$ cat config.mk
export PLATFORM = sky130hd
export DESIGN_NAME = cache_clk_ratio
export DESIGN_NICKNAME = d
export VERILOG_FILES = /design/src/rtl/ccr_pkg.sv /design/src/rtl/ccr_ctrl.sv /design/src/rtl/ccr_datapath.sv /design/src/rtl/cache_clk_ratio.sv
export SDC_FILE = /design/constraint.sdc
export NUM_CORES = 1
export LEC_CHECK = 0
export ABC_AREA = 1
export BUFFER_PORTS_ARGS = -buffer_cell sky130_fd_sc_hd__buf_2
export CORE_AREA = 8 8 55 92
export DETAILED_ROUTE_END_ITERATION = 16
export DIE_AREA = 0 0 63 100
export MAX_ROUTING_LAYER = met4
export PLACE_DENSITY = 0.47
export SLEW_MARGIN = 20
export SYNTH_ARGS = -nofsm -noshare
export SYNTH_HDL_FRONTEND = slang
export SYNTH_SLANG_ARGS = --single-unit
export TNS_END_PERCENT = 30
$ cat constraint.sdc
create_clock -name clkHalf -period 1.65 [get_ports clkHalf]
set_input_delay 0.33 -clock clkHalf [delete_from_list [all_inputs] [get_ports clkHalf]]
set_output_delay 0.33 -clock clkHalf [all_outputs]
set_load 0.05 [all_outputs]
$ cat src/rtl/ccr_pkg.sv
package ccr_pkg;
  localparam int CODE_W     = 4;
  localparam int MAX_HALVES = 16;
  localparam int CNT_W      = $clog2(MAX_HALVES + 1);
  localparam int LAST_HALF_CODE  = 5;  // codes 0..5: half-cycle steps
  localparam int LAST_WHOLE_CODE = 9;  // codes 6..9: whole-cycle steps

  typedef struct packed {
    logic             load;    // period boundary: take the new configuration
    logic             reqOk;   // requested configuration is legal
    logic             active;  // a legal period is running
    logic [CNT_W-1:0] hiLen;   // high-phase length of running period
  } ccrStrobe_t;
endpackage

$ cat src/rtl/ccr_ctrl.sv
module ccr_ctrl
  import ccr_pkg::*;
(
  input  logic              clkHalf,
  input  logic              rstN,
  input  logic [CODE_W-1:0] ratioSel,
  input  logic              dualData,
  input  logic [CNT_W-1:0]  cnt,
  output ccrStrobe_t        stb
);
  logic [CNT_W-1:0] reqLen;
  logic             reqOk;
  logic [CNT_W-1:0] curLen;
  logic             curValid;
  logic             atEnd;

  // Decode: half steps give 3..8 ticks, whole steps give 10..16 ticks.
  always_comb begin
    reqLen = '0;
    reqOk  = 1'b0;
    if (int'(ratioSel) <= LAST_HALF_CODE) begin
      reqLen = CNT_W'(int'(ratioSel) + 3);
      reqOk  = (ratioSel != '0) || dualData;
    end else if (int'(ratioSel) <= LAST_WHOLE_CODE) begin
      reqLen = CNT_W'((int'(ratioSel) - 1) * 2);
      reqOk  = 1'b1;
    end
  end

  assign atEnd = !curValid || (cnt == curLen - CNT_W'(1));

  always_ff @(posedge clkHalf or negedge rstN) begin
    if (!rstN) begin
      curLen   <= '0;
      curValid <= 1'b0;
    end else if (atEnd) begin
      curLen   <= reqOk ? reqLen : '0;
      curValid <= reqOk;
    end
  end

  always_comb begin
    stb.load   = atEnd;
    stb.reqOk  = reqOk;
    stb.active = curValid;
    stb.hiLen  = (curLen + CNT_W'(1)) >> 1;
  end

  AST_CNT_IN_PERIOD: assert property (@(posedge clkHalf) disable iff (!rstN)
    curValid |-> (cnt < curLen));

  AST_HOLD_MIDPERIOD: assert property (@(posedge clkHalf) disable iff (!rstN)
    (curValid && !atEnd) |=> ($stable(curLen) && curValid));
endmodule

$ cat src/rtl/ccr_datapath.sv
module ccr_datapath
  import ccr_pkg::*;
(
  input  logic             clkHalf,
  input  logic             rstN,
  input  ccrStrobe_t       stb,
  output logic [CNT_W-1:0] cnt,
  output logic             cacheClk,
  output logic             edgeStrobe,
  output logic             cfgErr
);
  logic [CNT_W-1:0] cntNext;

  assign cntNext = cnt + CNT_W'(1);

  always_ff @(posedge clkHalf or negedge rstN) begin
    if (!rstN) begin
      cnt        <= '0;
      cacheClk   <= 1'b0;
      edgeStrobe <= 1'b0;
      cfgErr     <= 1'b0;
    end else if (stb.load) begin
      cnt        <= '0;
      cacheClk   <= stb.reqOk;
      edgeStrobe <= stb.reqOk;
      cfgErr     <= !stb.reqOk;
    end else begin
      cnt        <= cntNext;
      cacheClk   <= stb.active && (cntNext < stb.hiLen);
      edgeStrobe <= 1'b0;
    end
  end

  AST_STROBE_ON_RISE: assert property (@(posedge clkHalf) disable iff (!rstN)
    edgeStrobe |-> (cacheClk && !$past(cacheClk)));

  AST_RISE_HAS_STROBE: assert property (@(posedge clkHalf) disable iff (!rstN)
    $rose(cacheClk) |-> edgeStrobe);

  AST_ERR_CLK_LOW: assert property (@(posedge clkHalf) disable iff (!rstN)
    cfgErr |-> !cacheClk);

  AST_ERR_HOLDS_MIDPERIOD: assert property (@(posedge clkHalf) disable iff (!rstN)
    !stb.load |=> $stable(cfgErr));
endmodule

$ cat src/rtl/cache_clk_ratio.sv
module cache_clk_ratio
  import ccr_pkg::*;
(
  input  logic              clkHalf,
  input  logic              rstN,
  input  logic [CODE_W-1:0] ratioSel,
  input  logic              dualData,
  output logic              cacheClk,
  output logic              edgeStrobe,
  output logic              cfgErr
);
  ccrStrobe_t       stb;
  logic [CNT_W-1:0] cnt;

  ccr_ctrl u_ctrl (
    .clkHalf (clkHalf),
    .rstN    (rstN),
    .ratioSel(ratioSel),
    .dualData(dualData),
    .cnt     (cnt),
    .stb     (stb)
  );

  ccr_datapath u_dp (
    .clkHalf   (clkHalf),
    .rstN      (rstN),
    .stb       (stb),
    .cnt       (cnt),
    .cacheClk  (cacheClk),
    .edgeStrobe(edgeStrobe),
    .cfgErr    (cfgErr)
  );
endmodule

==> flow_summary.toml, run 1 <==
[synth]
avgSynthCellArea_sq_um = 7.325
ys_seq_area_share_pct = 31.67
yosys-top-cells-area = "dfrtp_1 (32%), nand2_1 (13%), ha_1 (10%), nand3_1 (8.6%), inv_1 (8.1%)"
synth_nets = 167
yosysTopAreaCellShare_pct = 31.67
syn_area_sq_mm = 0.001106
synth_top_area_cell = "dfrtp_1"
syn_inst = 151
synth-seq-cells = 14
synth.distinct_cells = 25
yosys_warnings = 0

[power_and_ir_drop]
powerDensity_mw_per_mm2 = 1961
fin_total_pwr_w = 0.002797
p_leak_nw = 0.8210
peakVddDrop_uv = 608.7

[clock_network]
cts_buffers = 3
clk_latency_ns = 0.24
cts.sinks = 14
cts_tree = "yes"
cts_buffer_depth = 2
clock-root-buffer = "clkbuf_8"
clk_pin_slew_ns = 0.06
cts_max_level = 1

[placement]
place_area_sq_mm = 0.001264
gp_congestion = 0.7709
numPortBuffers = 9
dp.cells = 217
detailed_place_hpwl_um = 2146

[floorplan]
start_util_pct = 29.17
pin_count = 10
dieArea_sq_mm = 0.006300
coreArea_sq_mm = 0.003791
chipHeight_um = 100
rows = 30
fp.dieW_um = 63

[timing]
worstMarginPinSlew_ns = 0.4712
rsz0062_at_grt = "true"
fmax_ghz = 0.6123
hold_viol = 0
period_needed_ns = 1.633
fin_worst_skew_ns = 0.003226
max_slew_margin_pct = 68.59
drv_slew = 0
fin_crit_sh_pct = 98.98
setup_viol = 0

[min_path]
holdCritStartpoint = "ratioSel[0]"
min_path_cells = 4
hold_path.class = "primary input to flop"

[setup_path]
arrival_ns = 1.81
start_kind = "flop"
cp_max_fo = 6
rr_worst_depth = 12
r2r_start = "u_ctrl.curLen[0]$_DFFE_PN0P_"
end_kind = "flop"
ff2ff_setup_slack_ns = 0.02
crit_type = "flop to flop"
critPathLaunch = "u_ctrl.curLen[0]$_DFFE_PN0P_"
crit_required_ns = 1.83

[drt]
dr.pass1.iters = 4
drtIter0Drc = 30
vias = 1040
drt-total-wl_um = 2694
route.detailed.wl_per_inst_um = 11.87
post-route-drc-count = 0
viasPerCell = 4.581
ant_nets = 0

[final_layout]
drive_gt1_share_pct = 30.73
num_antenna_cells = 0
fin_nets = 197
area_growth_pct = 28.96
postLayoutCellArea_sq_mm = 0.001426
fin_cells = 227
fillers = 412

[run_status]
outcome = "completed"

[global_route]
grt_start_max_net_pins = 15
antenna_found_initial = 0
grt_pass1_wl_um = 4767
grt_pass1_vias = 1128
grt_usage_pct = 9.696
overflow = 0

[flow_run]
drv_cap = 0
## worst max-delay path, stage by stage (launching register included)
cell and delay (ns):
dfrtp_1 0.41, inv_2 0.08, ha_4 0.29, inv_2 0.03, nand2_1 0.04, nand2_1 0.04
nor2_1 0.08, nand2_1 0.09, nor2_4 0.14, nand2_4 0.12, nand2_8 0.13, nand2_4 0.07
nand2_2 0.05
## area by class of cell
cell class	instances	area (sq um)	share of cell area [%]
tap	48	60.06	4.211
multi-input combinational	109	689.4	48.33
inverter	26	102.6	7.193
timing repair buffer	27	182.7	12.81
clock buffer	3	41.29	2.895
sequential	14	350.3	24.56
## power breakdown
part | switching (W) | internal (W) | total (W)
registers | 0.000155 | 0.000497 | 0.000652
logic | 0.00107 | 0.000800 | 0.00187
clock network | 0.000110 | 0.000161 | 0.000271
total | 0.00134 | 0.00146 | 0.00280
## metal layers
layer	GRT usage (%)	vias to the layer above	part of all wire (%)	wire [um]
met1	7.667	492	33	883
met3	0.3348	4	0.71	19
met5	-	-	0	0
met2	20.30	15	63	1704
li1	-	529	-	-
met4	6.360	0	3.2	86
## logic make-up after synthesis
kind of cell | Yosys count | share of synthesized area (%)
simple gates | 84 | 35.63
fa+ha+maj | 9 | 10.18
compound gates | 9 | 5.203
buf+inv | 30 | 13.35
flops | 14 | 31.67
xor+xnor | 5 | 3.959
## final timing paths
| kind | to |
|---|---|
| worst max register to register | u_ctrl.curLen[3]$_DFFE_PN0P_ |
| worst min-delay path | u_ctrl.curLen[0]$_DFFE_PN0P_ |
| worst min register to register | u_dp.cfgErr$_DFFE_PN0P_ |
| worst max-delay path | u_ctrl.curLen[3]$_DFFE_PN0P_ |
| min in group asynchronous | u_dp.edgeStrobe$_DFF_PN0_ |
| max in group asynchronous | u_ctrl.curLen[4]$_DFFE_PN0P_ |
## per-stage QoR
stage | TNS [ns] | hold slack, ns | worst slack, ns | util (%)
CTS | -0.01129 | 0.4213 | -0.005383 | 36.96
detailed placement | -0.6676 | 0.2407 | -0.08525 | 33.33
floorplan | 0 | 0.03441 | 0.08402 | -
global route | -1.572 | 0.4364 | -0.1300 | 37.62
global placement | -0.3530 | 0.2424 | -0.06240 | 33.33
finish | 0 | 0.4244 | 0.01676 | 37.62
## registers in the layout, indices dropped and copies added, names as in the netlist
name / count
u_ctrl.curLen: 5
u_dp.cnt: 5
u_ctrl.curValid: 1
u_dp.cacheClk: 1
u_dp.cfgErr: 1
u_dp.edgeStrobe: 1
## cells in the mapped netlist (all sizes together)
| master | n |
|---|---|
| dfrtp | 14 |
| o21bai | 1 |
| inv | 26 |
| nand3 | 19 |
| xor2 | 4 |
| nand3b | 1 |
| and2 | 1 |
| buf | 4 |
| xnor2 | 1 |
| nand4 | 1 |
| o2111a | 1 |
| o21ai | 1 |
| nor2 | 13 |
| a21oi | 6 |
| ha | 9 |
| nand2 | 48 |
| nor3 | 1 |
## cells in the final DEF, fill, tap and decap left out, types with 5 or more instances in the layout
cell type	instances
nand2_2	6
dfrtp_1	14
nand3_1	19
nor2_1	10
buf_2	9
a21oi_1	5
inv_1	21
ha_1	7
buf_4	17
nand2_4	8
nand2_1	35
## what timing repair did
item | CTS | global route
hold endpoints to repair | 14 | 0
gates resized for setup | 11 | 5
pin swaps | 6 | 2
buffers inserted | 2 | 2
hold buffers | 1 | 0
gates cloned | 2 | 0
setup endpoints to repair | 14 | 14
No activity file was read; power rests on OpenSTA's default activity.
==> run 2: changes to the inputs <==
--- a/config.mk
+++ b/config.mk
@@ -7,9 +7,9 @@
 export LEC_CHECK = 0
 export ABC_AREA = 1
 export BUFFER_PORTS_ARGS = -buffer_cell sky130_fd_sc_hd__buf_2
-export CORE_AREA = 8 8 55 92
+export CORE_AREA = 10 10 57 94
 export DETAILED_ROUTE_END_ITERATION = 16
-export DIE_AREA = 0 0 63 100
+export DIE_AREA = 0 0 67 104
 export MAX_ROUTING_LAYER = met4
 export PLACE_DENSITY = 0.47
 export SLEW_MARGIN = 20
==> flow_summary.toml, run 2 (synthesized netlist as in run 1, its figures left out) <==
[final_layout]
post-route-util_pct = 37.59
largestRegisters = "u_ctrl.curLen: 5 flops, u_dp.cnt: 5 flops"
drive_gt1_share_pct = 30.34
final_common_cell = "nand2_1"
num_antenna_cells = 0
final_cell_mix = "nand2_1 (36), inv_1 (22), nand3_1 (19)"
fin_nets = 196
area_growth_pct = 28.85
fillers = 414

[floorplan]
dieArea_sq_mm = 0.006968
rows = 30
fp.dieW_um = 67
pin_count = 10
chipHeight_um = 104
start_util_pct = 29.17
coreArea_sq_mm = 0.003791

[setup_path]
arrival_ns = 1.82
end_kind = "flop"
crit_type = "flop to flop"
cp_max_fo = 3
ff2ff_setup_slack_ns = 0.008
start_kind = "flop"
crit_required_ns = 1.83

[power_and_ir_drop]
p_leak_nw = 0.8033
fin_total_pwr_w = 0.002796
peakVddDrop_uv = 520.1
powerDensity_mw_per_mm2 = 1962

[drt]
dr.pass1.iters = 4
wl_met3_um = 20
highest-signal-layer = "met4"
route.detailed.wl_per_inst_um = 11.87
ant_nets = 0
route.met2.wl_um = 1642
drt-total-wl_um = 2683
post-route-drc-count = 0
viasPerCell = 4.518
drtIter0Drc = 21
vias = 1021
wl_met1_um = 873

[clock_network]
clock-root-buffer = "clkbuf_8"
cts.sinks = 14
clk_latency_ns = 0.24
cts_tree = "yes"
clk_pin_slew_ns = 0.06
cts_buffer_depth = 2
cts_buffers = 3
cts_max_level = 1

[global_route]
overflow = 0
grt_start_max_net_pins = 15
grt_pass1_vias = 1135
grt_pass1_wl_um = 4678
grt_usage_pct = 8.778
antenna_found_initial = 0

[placement]
detailed_place_hpwl_um = 2182
numPortBuffers = 9
gp_congestion = 0.8124

[run_status]
outcome = "completed"

[timing]
hold_viol = 0
drv_slew = 0
period_needed_ns = 1.642
setup_viol = 0
fin_crit_sh_pct = 99.50
worstMarginPinSlew_ns = 0.4495
rsz0062_at_grt = "true"
fmax_ghz = 0.6091
fin_worst_skew_ns = 0.007474
max_slew_margin_pct = 70.04

[min_path]
hold_path.class = "primary input to flop"

[flow_run]
drv_cap = 0
==> run 2: stage by stage <==
stage	hold WS (ns)	cells	setup TNS [ns]	setup slack (ns)	instance area, sq um
6_report	0.4155	226	0	0.008292	1425
5_1_grt	0.4413	226	-0.8502	-0.1054	1425
4_1_cts	0.4234	226	0	0.001546	1399
3_5_place_dp	0.2399	217	-0.8439	-0.09732	1264
3_3_place_gp	0.2427	217	-0.3255	-0.05952	1264
2_1_floorplan	0.03441	151	0	0.08402	1106
==> run 2: path summary, 6_finish.rpt <==
kind	start	to	cells after the start
hold / removal	ratioSel[0]	u_ctrl.curLen[0]$_DFFE_PN0P_	4
setup / recovery	u_ctrl.curLen[1]$_DFFE_PN0P_	u_dp.cacheClk$_DFF_PN0_	11
setup reg to reg	u_ctrl.curLen[1]$_DFFE_PN0P_	u_dp.cacheClk$_DFF_PN0_	11
min in group asynchronous	rstN	u_ctrl.curValid$_DFFE_PN0P_	2
hold reg to reg	u_dp.cfgErr$_DFFE_PN0P_	u_dp.cfgErr$_DFFE_PN0P_	2
max in group asynchronous	rstN	u_ctrl.curLen[0]$_DFFE_PN0P_	2
==> run 2: power by group <==
part | total, W | switching, W | internal (W)
Sequential | 0.000652 | 0.000153 | 0.000499
Combinational | 0.00187 | 0.00108 | 0.000793
Clock | 0.000275 | 0.000114 | 0.000161
Total | 0.00280 | 0.00134 | 0.00145
==> run 2: repair_timing <==
action	4_1_cts	5_1_grt
gates resized for setup	8	8
cloned	2	0
setup endpoints to repair	14	14
pin swaps	5	7
hold endpoints to repair	14	0
buffers inserted	3	0
hold buffers	1	0
==> run 2: final cells by class <==
| cell class | count | area [sq um] | share of cell area, % |
|---|---|---|---|
| clock buffers | 3 | 41.29 | 2.897 |
| flip-flops and latches | 14 | 351.6 | 24.67 |
| inverters | 26 | 102.6 | 7.199 |
| repair buffers | 26 | 178.9 | 12.55 |
| well taps | 48 | 60.06 | 4.214 |
| multi-input cells | 109 | 690.7 | 48.46 |
==> run 2: critical path, cell delays in order, from the launching register on <==
cell and delay (ns):
dfrtp_1 0.40, buf_6 0.13, ha_4 0.15, xnor2_1 0.12
ha_1 0.29, nand2_1 0.06, nand2_1 0.04, nand2_1 0.05
nand2_1 0.06, a21oi_2 0.13, nand3_1 0.07, nand2_1 0.07
==> run 2: layer usage <==
metal  up-vias  GRT usage (%)
li1        523              -
met1       473          7.026
met3        10         0.6472
met2        15          16.64
met4         0          6.932
met5         -              -
